$ cat src/rtl/adcgrp_pkg.sv
package adcgrp_pkg;

    // Sample format carried by the serial frame
    typedef enum logic {
        FMT_NARROW = 1'b0,
        FMT_WIDE   = 1'b1
    } fmt_e;

    // Burst sequencer state
    typedef enum logic {
        SEQ_IDLE = 1'b0,
        SEQ_RUN  = 1'b1
    } seq_e;

    // Strobes from the sequencer to the capture path
    typedef struct packed {
        logic sample;   // falling serial edge that carries a data bit
        logic last;     // falling edge of the final pulse
    } strobe_t;

    // Extra bits in a wide sample: one guard bit on top, one dropped at the bottom
    localparam int WIDE_EXTRA = 2;

    function automatic int pulses_for(input int n_ch, input int bits);
        return 1 + n_ch * bits;
    endfunction

endpackage

$ cat src/rtl/adcgrp_seq.sv
module adcgrp_seq
    import adcgrp_pkg::*;
#(
    parameter int N_CH  = 4,
    parameter int OUT_W = 16
) (
    input  logic    clk,
    input  logic    rst,
    input  logic    req_i,
    input  fmt_e    fmt_i,
    output logic    sclk_o,
    output logic    busy_o,
    output logic    ovr_o,
    output fmt_e    fmt_o,
    output strobe_t stb_o
);
    localparam int NARROW_PULSES = pulses_for(N_CH, OUT_W);
    localparam int WIDE_PULSES   = pulses_for(N_CH, OUT_W + WIDE_EXTRA);
    localparam int IDX_W         = $clog2(WIDE_PULSES);
    localparam logic [IDX_W-1:0] LAST_NARROW = IDX_W'(NARROW_PULSES - 1);
    localparam logic [IDX_W-1:0] LAST_WIDE   = IDX_W'(WIDE_PULSES - 1);

    seq_e             state_q;
    logic             sclk_q;
    logic             ovr_q;
    fmt_e             fmt_q;
    logic [IDX_W-1:0] idx_q;
    logic [IDX_W-1:0] last_idx;
    logic             running;

    assign running  = (state_q == SEQ_RUN);
    assign last_idx = (fmt_q == FMT_WIDE) ? LAST_WIDE : LAST_NARROW;

    always_comb begin
        stb_o.sample = running && sclk_q && (idx_q != '0);
        stb_o.last   = running && sclk_q && (idx_q == last_idx);
    end

    always_ff @(posedge clk) begin
        if (rst) begin
            state_q <= SEQ_IDLE;
            sclk_q  <= 1'b0;
            ovr_q   <= 1'b0;
            fmt_q   <= FMT_NARROW;
            idx_q   <= '0;
        end else begin
            ovr_q <= req_i && running;
            unique case (state_q)
                SEQ_IDLE: begin
                    if (req_i) begin
                        state_q <= SEQ_RUN;
                        sclk_q  <= 1'b1;
                        idx_q   <= '0;
                        fmt_q   <= fmt_i;
                    end
                end
                SEQ_RUN: begin
                    if (sclk_q) begin
                        sclk_q <= 1'b0;
                        if (idx_q == last_idx) begin
                            state_q <= SEQ_IDLE;
                        end
                    end else begin
                        sclk_q <= 1'b1;
                        idx_q  <= idx_q + IDX_W'(1);
                    end
                end
                default: state_q <= SEQ_IDLE;
            endcase
        end
    end

    assign sclk_o = sclk_q;
    assign busy_o = running;
    assign ovr_o  = ovr_q;
    assign fmt_o  = fmt_q;

endmodule

$ cat src/rtl/adcgrp_capture.sv
module adcgrp_capture
    import adcgrp_pkg::*;
#(
    parameter int N_CH  = 4,
    parameter int OUT_W = 16
) (
    input  logic                  clk,
    input  logic                  rst,
    input  logic                  sdata_i,
    input  strobe_t               stb_i,
    input  fmt_e                  fmt_i,
    output logic                  valid_o,
    output logic [N_CH*OUT_W-1:0] data_o
);
    localparam int RAW_W = OUT_W + WIDE_EXTRA;
    localparam int SH_W  = N_CH * RAW_W;

    logic [SH_W-2:0]        shift_q;
    logic [SH_W-1:0]        shift_next;
    logic [N_CH*OUT_W-1:0]  words;
    logic [N_CH*OUT_W-1:0]  data_q;
    logic                   valid_q;

    assign shift_next = {shift_q, sdata_i};

    // Channel 0 arrives first, so it ends up in the highest slice of the shifter
    for (genvar c = 0; c < N_CH; c++) begin : g_chan
        localparam int NARROW_LO = (N_CH - 1 - c) * OUT_W;
        localparam int WIDE_LO   = (N_CH - 1 - c) * RAW_W + 1;
        assign words[c*OUT_W +: OUT_W] = (fmt_i == FMT_WIDE)
                                       ? shift_next[WIDE_LO +: OUT_W]
                                       : shift_next[NARROW_LO +: OUT_W];
    end

    always_ff @(posedge clk) begin
        if (rst) begin
            shift_q <= '0;
            data_q  <= '0;
            valid_q <= 1'b0;
        end else begin
            valid_q <= stb_i.last;
            if (stb_i.sample) begin
                shift_q <= shift_next[SH_W-2:0];
            end
            if (stb_i.last) begin
                data_q <= words;
            end
        end
    end

    assign valid_o = valid_q;
    assign data_o  = data_q;

endmodule

$ cat src/rtl/adc_group_rx.sv
module adc_group_rx
    import adcgrp_pkg::*;
#(
    parameter int N_CH  = 4,
    parameter int OUT_W = 16
) (
    input  logic                  clk,
    input  logic                  rst,
    input  logic                  rd_req_i,
    input  logic                  wide_mode_i,
    input  logic                  sdata_i,
    output logic                  sclk_o,
    output logic                  busy_o,
    output logic                  pix_valid_o,
    output logic [N_CH*OUT_W-1:0] pix_data_o,
    output logic                  overrun_o
);
    fmt_e    fmt_req;
    fmt_e    fmt_live;
    strobe_t stb;

    assign fmt_req = fmt_e'(wide_mode_i);

    adcgrp_seq #(.N_CH(N_CH), .OUT_W(OUT_W)) u_seq (
        .clk    (clk),
        .rst    (rst),
        .req_i  (rd_req_i),
        .fmt_i  (fmt_req),
        .sclk_o (sclk_o),
        .busy_o (busy_o),
        .ovr_o  (overrun_o),
        .fmt_o  (fmt_live),
        .stb_o  (stb)
    );

    adcgrp_capture #(.N_CH(N_CH), .OUT_W(OUT_W)) u_cap (
        .clk     (clk),
        .rst     (rst),
        .sdata_i (sdata_i),
        .stb_i   (stb),
        .fmt_i   (fmt_live),
        .valid_o (pix_valid_o),
        .data_o  (pix_data_o)
    );

endmodule

$ cat config.mk
export PLATFORM = sky130hd
export DESIGN_NAME = adc_group_rx
export DESIGN_NICKNAME = d
export VERILOG_FILES = /design/src/rtl/adcgrp_pkg.sv /design/src/rtl/adcgrp_seq.sv /design/src/rtl/adcgrp_capture.sv /design/src/rtl/adc_group_rx.sv
export SDC_FILE = /design/constraint.sdc
export NUM_CORES = 1
export LEC_CHECK = 0
export ABC_AREA = 1
export CORE_MARGIN = 2
export CORE_UTILIZATION = 45
export DETAILED_ROUTE_END_ITERATION = 8
export PLACE_DENSITY = 0.65
export SLEW_MARGIN = 0
export SYNTH_ARGS = -nofsm -noshare
export SYNTH_HDL_FRONTEND = slang
export SYNTH_SLANG_ARGS = --single-unit
$ cat constraint.sdc
create_clock -name clk -period 1.7 [get_ports clk]
set_input_delay 0.17 -clock clk [delete_from_list [all_inputs] [get_ports clk]]
set_output_delay 0.17 -clock clk [all_outputs]
set_load 0.1 [all_outputs]
==> results of run 1 <==
==> metrics by stage <==
stage               cells  area [µm²]  worst slack [ns]  util, %  hold slack (ns)
floorplan             975        6730            0.0562        -            0.232
global placement     1166        7500             0.195     51.4            0.458
detailed placement   1166        7500             0.137     51.4            0.461
CTS                  1198        8100             0.113     55.5            0.368
global route         1203        8140           0.00444     55.8            0.383
finish               1203        8140             0.158     55.8            0.375
==> cell usage in the layout (no fill, tap or decap), types with 3 or more instances in the layout <==
master,synthesis,routed
clkdlybuf4s50_1,0,4
buf_4,3,75
nand2_1,215,215
dfxtp_1,146,143
clkinvlp_4,0,5
clkbuf_16,0,17
inv_1,82,81
nand3_1,139,139
clkbuf_8,0,3
nor2_1,83,83
nand4_1,65,65
buf_12,0,20
o21ai_0,68,68
a21oi_1,77,77
==> state kept, by name, summed over array words and instances, names as in the netlist <==
| register | count |
|---|---|
| u_cap.data_o | 64 |
| u_seq.busy_o | 1 |
| u_seq.idx_q | 7 |
| u_cap.valid_o | 1 |
| u_seq.ovr_o | 1 |
| u_seq.fmt_o | 1 |
| u_cap.shift_q | 70 |
| u_seq.sclk_o | 1 |
==> per-layer routing <==
metal | vias to the layer above | GRT usage (%)
li1 | 3268 | -
met4 | 0 | 5.11
met1 | 2826 | 27.3
met5 | - | 0
met2 | 87 | 30.3
met3 | 12 | 4.85
==> layout make-up <==
cell class	instances	area, µm²
well taps	184	230
clock buffers	20	467
flip-flops and latches	146	2930
inverters	84	323
fillers	1431	6450
multi-input cells	658	3050
clock inverters	12	131
repair buffers	99	1000
==> critical path, stage by stage, from the launching register on <==
cell     delay (ns)
dfxtp_1        0.33
inv_1          0.08
ha_1           0.17
inv_1          0.05
nor3_2         0.17
nand2_4        0.17
buf_4          0.17
buf_4          0.13
a21oi_1        0.11
nor2_1         0.05
==> worst paths after layout <==
| check | startpoint | to | slack [ns] | cells after the start |
|---|---|---|---|---|
| worst max-delay path | u_seq.idx_q[0]$_SDFFE_PP0P_ | u_cap.shift_q[41]$_SDFFE_PP0P_ | 0.16 | 9 |
| worst min-delay path | wide_mode_i | u_seq.fmt_o$_SDFFE_PP0P_ | 0.38 | 3 |
| worst max register to register | u_seq.idx_q[0]$_SDFFE_PP0P_ | u_cap.shift_q[41]$_SDFFE_PP0P_ | 0.16 | 9 |
| worst min register to register | u_cap.data_o[48]$_SDFFE_PP0P_ | u_cap.data_o[48]$_SDFFE_PP0P_ | 0.47 | 2 |
==> cell families after synthesis <==
logic type,synth area share [%]
fa+ha+maj,0.372
compound gates,10.8
xor+xnor,0.260
flops,43.4
buf+inv,11.4
simple gates,33.8
==> power groups by stage <==
stage | Clock, mW | Sequential (mW) | Combinational, mW
after CTS | 3.82 | 3.52 | 0.691
after global placement | 0 | 3.59 | 0.683
after detailed placement | 0 | 3.59 | 0.688
final | 3.75 | 3.52 | 0.712
after global routing | 3.98 | 3.52 | 0.794
after floorplan | 0 | 3.61 | 0.489
==> repair_timing <==
action | 4_1_cts | 5_1_grt
endpoints found under the setup margin | 0 | 55
buffers inserted | 0 | 5
endpoints found under the hold margin | 0 | 0
==> flow_summary.toml, run 1 <==
[synthesis]
synthTopCellsByCount = "215 x nand2_1, 146 x dfxtp_1, 139 x nand3_1, 83 x nor2_1, 82 x inv_1"
synth_seq_cells = 146
synth-edff-count = 0
avgSynthCellArea_um2 = 6.90
seq_area_frac_synth_pct = 43.4
synth-main-ff-cell = "dfxtp_1"
yosys_warnings = 0
syn_area_mm2 = 0.00673
synth_cell_types = 23
synth_top_area_cell = "dfxtp_1"
synthTopCellsByArea = "dfxtp_1 43%, nand2_1 12%, nand3_1 10%, nand4_1 6.0%, a21oi_1 5.7%"
synth_nets = 982
yosysTopAreaCellShare_pct = 43.4
yosysMostFrequentCell = "nand2_1"
syn_inst = 975
synth-async-reset-ratio_pct = 0

[die]
fp.dieH_um = 126
die_w_um = 126
initial_core_util_pct = 46.1
core_region_area_mm2 = 0.0146
die_area_mm2 = 0.0160
rows = 44
ios = 73

[critical_path]
startpoint_type = "flop"
crit_path_end_kind = "flop"
cp.arrival_ns = 1.86
required_ns = 2.01
critical_path.max_fanout = 9
crit_type = "flop to flop"

[power_and_ir_drop]
power.net_switching_mw = 2.00
share_seq_of_total_power_pct = 44.1
finalPower_mw = 7.98
p_clk_share_pct = 47.0
powerDensity_mw_per_mm2 = 980
p_leak_nw = 3.36
sw_frac_of_total_pct = 25.1
p_int_mw = 5.98
ir_drop_v = 0.000823
p_comb_share_pct = 8.9

[grt]
grt_pass1_wl_um = 26200
grt_util_all_layers_pct = 19.5
grt_overflow = 0
grt_max_degree = 81
antenna_found_initial = 0
grt_pass1_vias = 5445

[placement]
gp_congestion = 0.837
port_buffers = 72
dp_hpwl_um = 9400

[routing]
wl_met3_um = 535
drt_iter0_markers = 502
met2_length_um = 7030
routedWlPerCell_um = 12.8
drt-met1-wl_um = 7690
drt_pass1_iterations = 5
antenna_left = 0
routed_wl_um = 15400
drc = 0
via_per_inst = 5.15
dr.max_layer_used = "met4"
routed-via-count = 6193

[clocking]
numCtsBuffers = 17
cts_buffer_depth = 2
cts_num_sinks = 146
clk_pin_slew_ns = 0.06
ctsRootBufferMaster = "clkbuf_16"
clk_latency_ns = 0.42
htreeDepth = 4
cts_hold_buf = 0
cts_tree = "built"
cts_resized = 0

[timing]
finalCriticalPeriod_ns = 1.54
finalHoldViolCount = 0
finalSetupTns_ns = 0
fmax_ghz = 0.648
finalClockSkew_ns = 0.00598
max_slew_margin_pct = 73.8
tightest_slew_ns = 0.394
finalCritPeriodShare_pct = 90.7
setup_viol = 0
slew_violations = 0
grt_setup_unrepaired = "false"

[job]
cap_violations = 0

[finish]
final_nets = 1013
drive_gt1_share_pct = 13.5
area_growth_syn_to_layout_pct = 20.9
diodes = 0

[hold_path]
hold_class = "input port to flop"

[outcome]
status = "completed"
(Power assumes the default switching activity.)
==> run 2: changes to the inputs <==
--- a/config.mk
+++ b/config.mk
@@ -10,6 +10,7 @@
 export CORE_UTILIZATION = 45
 export DETAILED_ROUTE_END_ITERATION = 8
 export PLACE_DENSITY = 0.65
+export SKIP_LAST_GASP = 1
 export SLEW_MARGIN = 0
 export SYNTH_ARGS = -nofsm -noshare
 export SYNTH_HDL_FRONTEND = slang
==> results of run 2 <==
No change in the layout: final DEF, timing and power equal those of run 1.
==> run 3: changes to the inputs <==
--- a/config.mk
+++ b/config.mk
@@ -6,6 +6,7 @@
 export NUM_CORES = 1
 export LEC_CHECK = 0
 export ABC_AREA = 1
+export CAP_MARGIN = 20
 export CORE_MARGIN = 2
 export CORE_UTILIZATION = 45
 export DETAILED_ROUTE_END_ITERATION = 8
==> constraint.sdc (replaced) <==
create_clock -name clk -period 1.52 [get_ports clk]
set_input_delay 0.152 -clock clk [delete_from_list [all_inputs] [get_ports clk]]
set_output_delay 0.152 -clock clk [all_outputs]
set_load 0.1 [all_outputs]
==> flow_summary.toml, run 3 (synthesis gave the netlist of run 1 again) <==
[outcome]
status = "completed"

[clocking]
numCtsBuffers = 17
cts_num_sinks = 146
ctsRootBufferMaster = "clkbuf_16"
htreeDepth = 4
cts_tree = "built"
clk_pin_slew_ns = 0.06
cts_buffer_depth = 2
clk_latency_ns = 0.42

[routing]
routedWlPerCell_um = 13.1
drt_pass1_iterations = 5
met2_length_um = 7320
drt-met1-wl_um = 7690
via_per_inst = 5.14
dr.max_layer_used = "met4"
wl_met3_um = 567
routed_wl_um = 15800
drt_iter0_markers = 477
drc = 0
antenna_left = 0
routed-via-count = 6219

[grt]
grt_max_degree = 69
grt_pass1_vias = 5702
grt_util_all_layers_pct = 20.1
antenna_found_initial = 0
grt_pass1_wl_um = 26800
grt_overflow = 0

[die]
core_region_area_mm2 = 0.0146
die_area_mm2 = 0.0160
rows = 44
die_w_um = 126
initial_core_util_pct = 46.1
fp.dieH_um = 126
ios = 73

[placement]
place_ws_ns = 0.0739
dp_hpwl_um = 9960
gp_congestion = 0.806
port_buffers = 72

[timing]
tightest_slew_ns = 0.318
setup_slack_ns = 0.0550
slew_violations = 0
finalCritPeriodShare_pct = 96.4
finalClockSkew_ns = 0.00592
finalCriticalPeriod_ns = 1.47
finalHoldViolCount = 0
setup_viol = 0
max_slew_margin_pct = 78.7
grt_setup_unrepaired = "true"
fmax_ghz = 0.683

[finish]
drive_gt1_share_pct = 14.4
final_nets = 1021
final_common_cell = "nand2_1"
area_growth_syn_to_layout_pct = 35.4
largest_reg_flops = 70
largest-register = "u_cap.shift_q"
diodes = 0
utilization_pct = 62.5
final_cell_mix = "215 x nand2_1, 143 x dfxtp_1, 139 x nand3_1, 86 x buf_12, 83 x nor2_1"

[power_and_ir_drop]
finalPower_mw = 9.00
ir_drop_v = 0.000722
powerDensity_mw_per_mm2 = 987
p_leak_nw = 3.63

[critical_path]
rr_startpoint = "u_seq.idx_q[0]$_SDFFE_PP0P_"
crit_type = "flop to flop"
critical_path.max_fanout = 31
cp_slowest_cell = "dfxtp_1"
required_ns = 1.84
cp_top_family = "simple AND/OR/NAND/NOR gates"
crit_top_cell = "inv_1"
r2r_slack_ns = 0.05
crit_path_end_kind = "flop"
cp.arrival_ns = 1.79
r2r_cells = 8
worst-path-buf-inv = 3
startpoint_type = "flop"
slowest_delay_ns = 0.31
rr_endpoint = "u_cap.shift_q[24]$_SDFFE_PP0P_"
crit_chain = "inv_1, ha_1, inv_1, nor3_2, nand2_4, clkbuf_16, a21oi_1, nor2_1"

[hold_path]
hold_class = "input port to flop"
hold_depth = 3
min_from = "wide_mode_i"
min_to = "u_seq.fmt_o$_SDFFE_PP0P_"

[job]
cap_violations = 0
run 3: changes by cell type in the layout (fill, tap and decap cells not counted), sizes merged:
cell / change
clkinvlp: -5
clkinv: +4
buf: +6
clkbuf: +4
inv: -1
run 3: final cells by class:
class	count	area [µm²]
Fill cell	1245	5470
Multi-Input combinational cell	658	3070
Sequential cell	146	2930
Timing Repair Buffer	107	1960
Clock buffer	22	495
Inverter	84	323
Tap cell	184	230
Clock inverter	10	104
run 3: how the worst max path moves through the flow:
| stage | startpoint | to | cells after the start |
|---|---|---|---|
| after floorplan | u_seq.busy_o$_SDFF_PP0_ | u_cap.data_o[0]$_SDFFE_PP0P_ | 7 |
| after global placement | u_seq.idx_q[0]$_SDFFE_PP0P_ | u_cap.data_o[16]$_SDFFE_PP0P_ | 7 |
| after detailed placement | u_seq.idx_q[0]$_SDFFE_PP0P_ | u_cap.data_o[16]$_SDFFE_PP0P_ | 7 |
| after CTS | u_seq.idx_q[0]$_SDFFE_PP0P_ | u_cap.data_o[16]$_SDFFE_PP0P_ | 7 |
| after global routing | u_seq.idx_q[0]$_SDFFE_PP0P_ | u_cap.shift_q[49]$_SDFFE_PP0P_ | 8 |
| final | u_seq.idx_q[0]$_SDFFE_PP0P_ | u_cap.shift_q[24]$_SDFFE_PP0P_ | 8 |
run 3: timing repair:
action                     in CTS  in global routing
gates resized for setup         0                  8
setup endpoints to repair       0                 87
hold buffers                    0                  0
hold endpoints to repair        0                  0
setup buffers                   0                  1
run 3: where the power goes:
group / internal, mW / switching (mW) / total (mW)
clock: 2.63 / 1.59 / 4.22
combinational: 0.294 / 0.554 / 0.848
sequential: 3.88 / 0.0474 / 3.93
run 3: worst register-to-register path, stage by stage, from the launching register on:
cell       delay, ns
dfxtp_1         0.31
inv_1           0.07
ha_1            0.16
inv_1           0.05
nor3_2          0.17
nand2_4         0.16
clkbuf_16       0.24
a21oi_1         0.15
nor2_1          0.05
run 3: metrics by stage:
stage	area, µm²	instances	hold slack [ns]	setup TNS [ns]
4_1_cts	9010	1208	0.353	0
3_5_place_dp	8410	1176	0.470	0
2_1_floorplan	6740	975	0.211	0
6_report	9120	1211	0.358	0
3_3_place_gp	8410	1176	0.462	0
5_1_grt	9120	1211	0.383	-0.695
run 3: metal layers:
metal,track usage (%),vias up
met5,0,-
met4,7.11,0
met3,3.75,24
met2,32.3,116
met1,27.3,2793
li1,-,3286
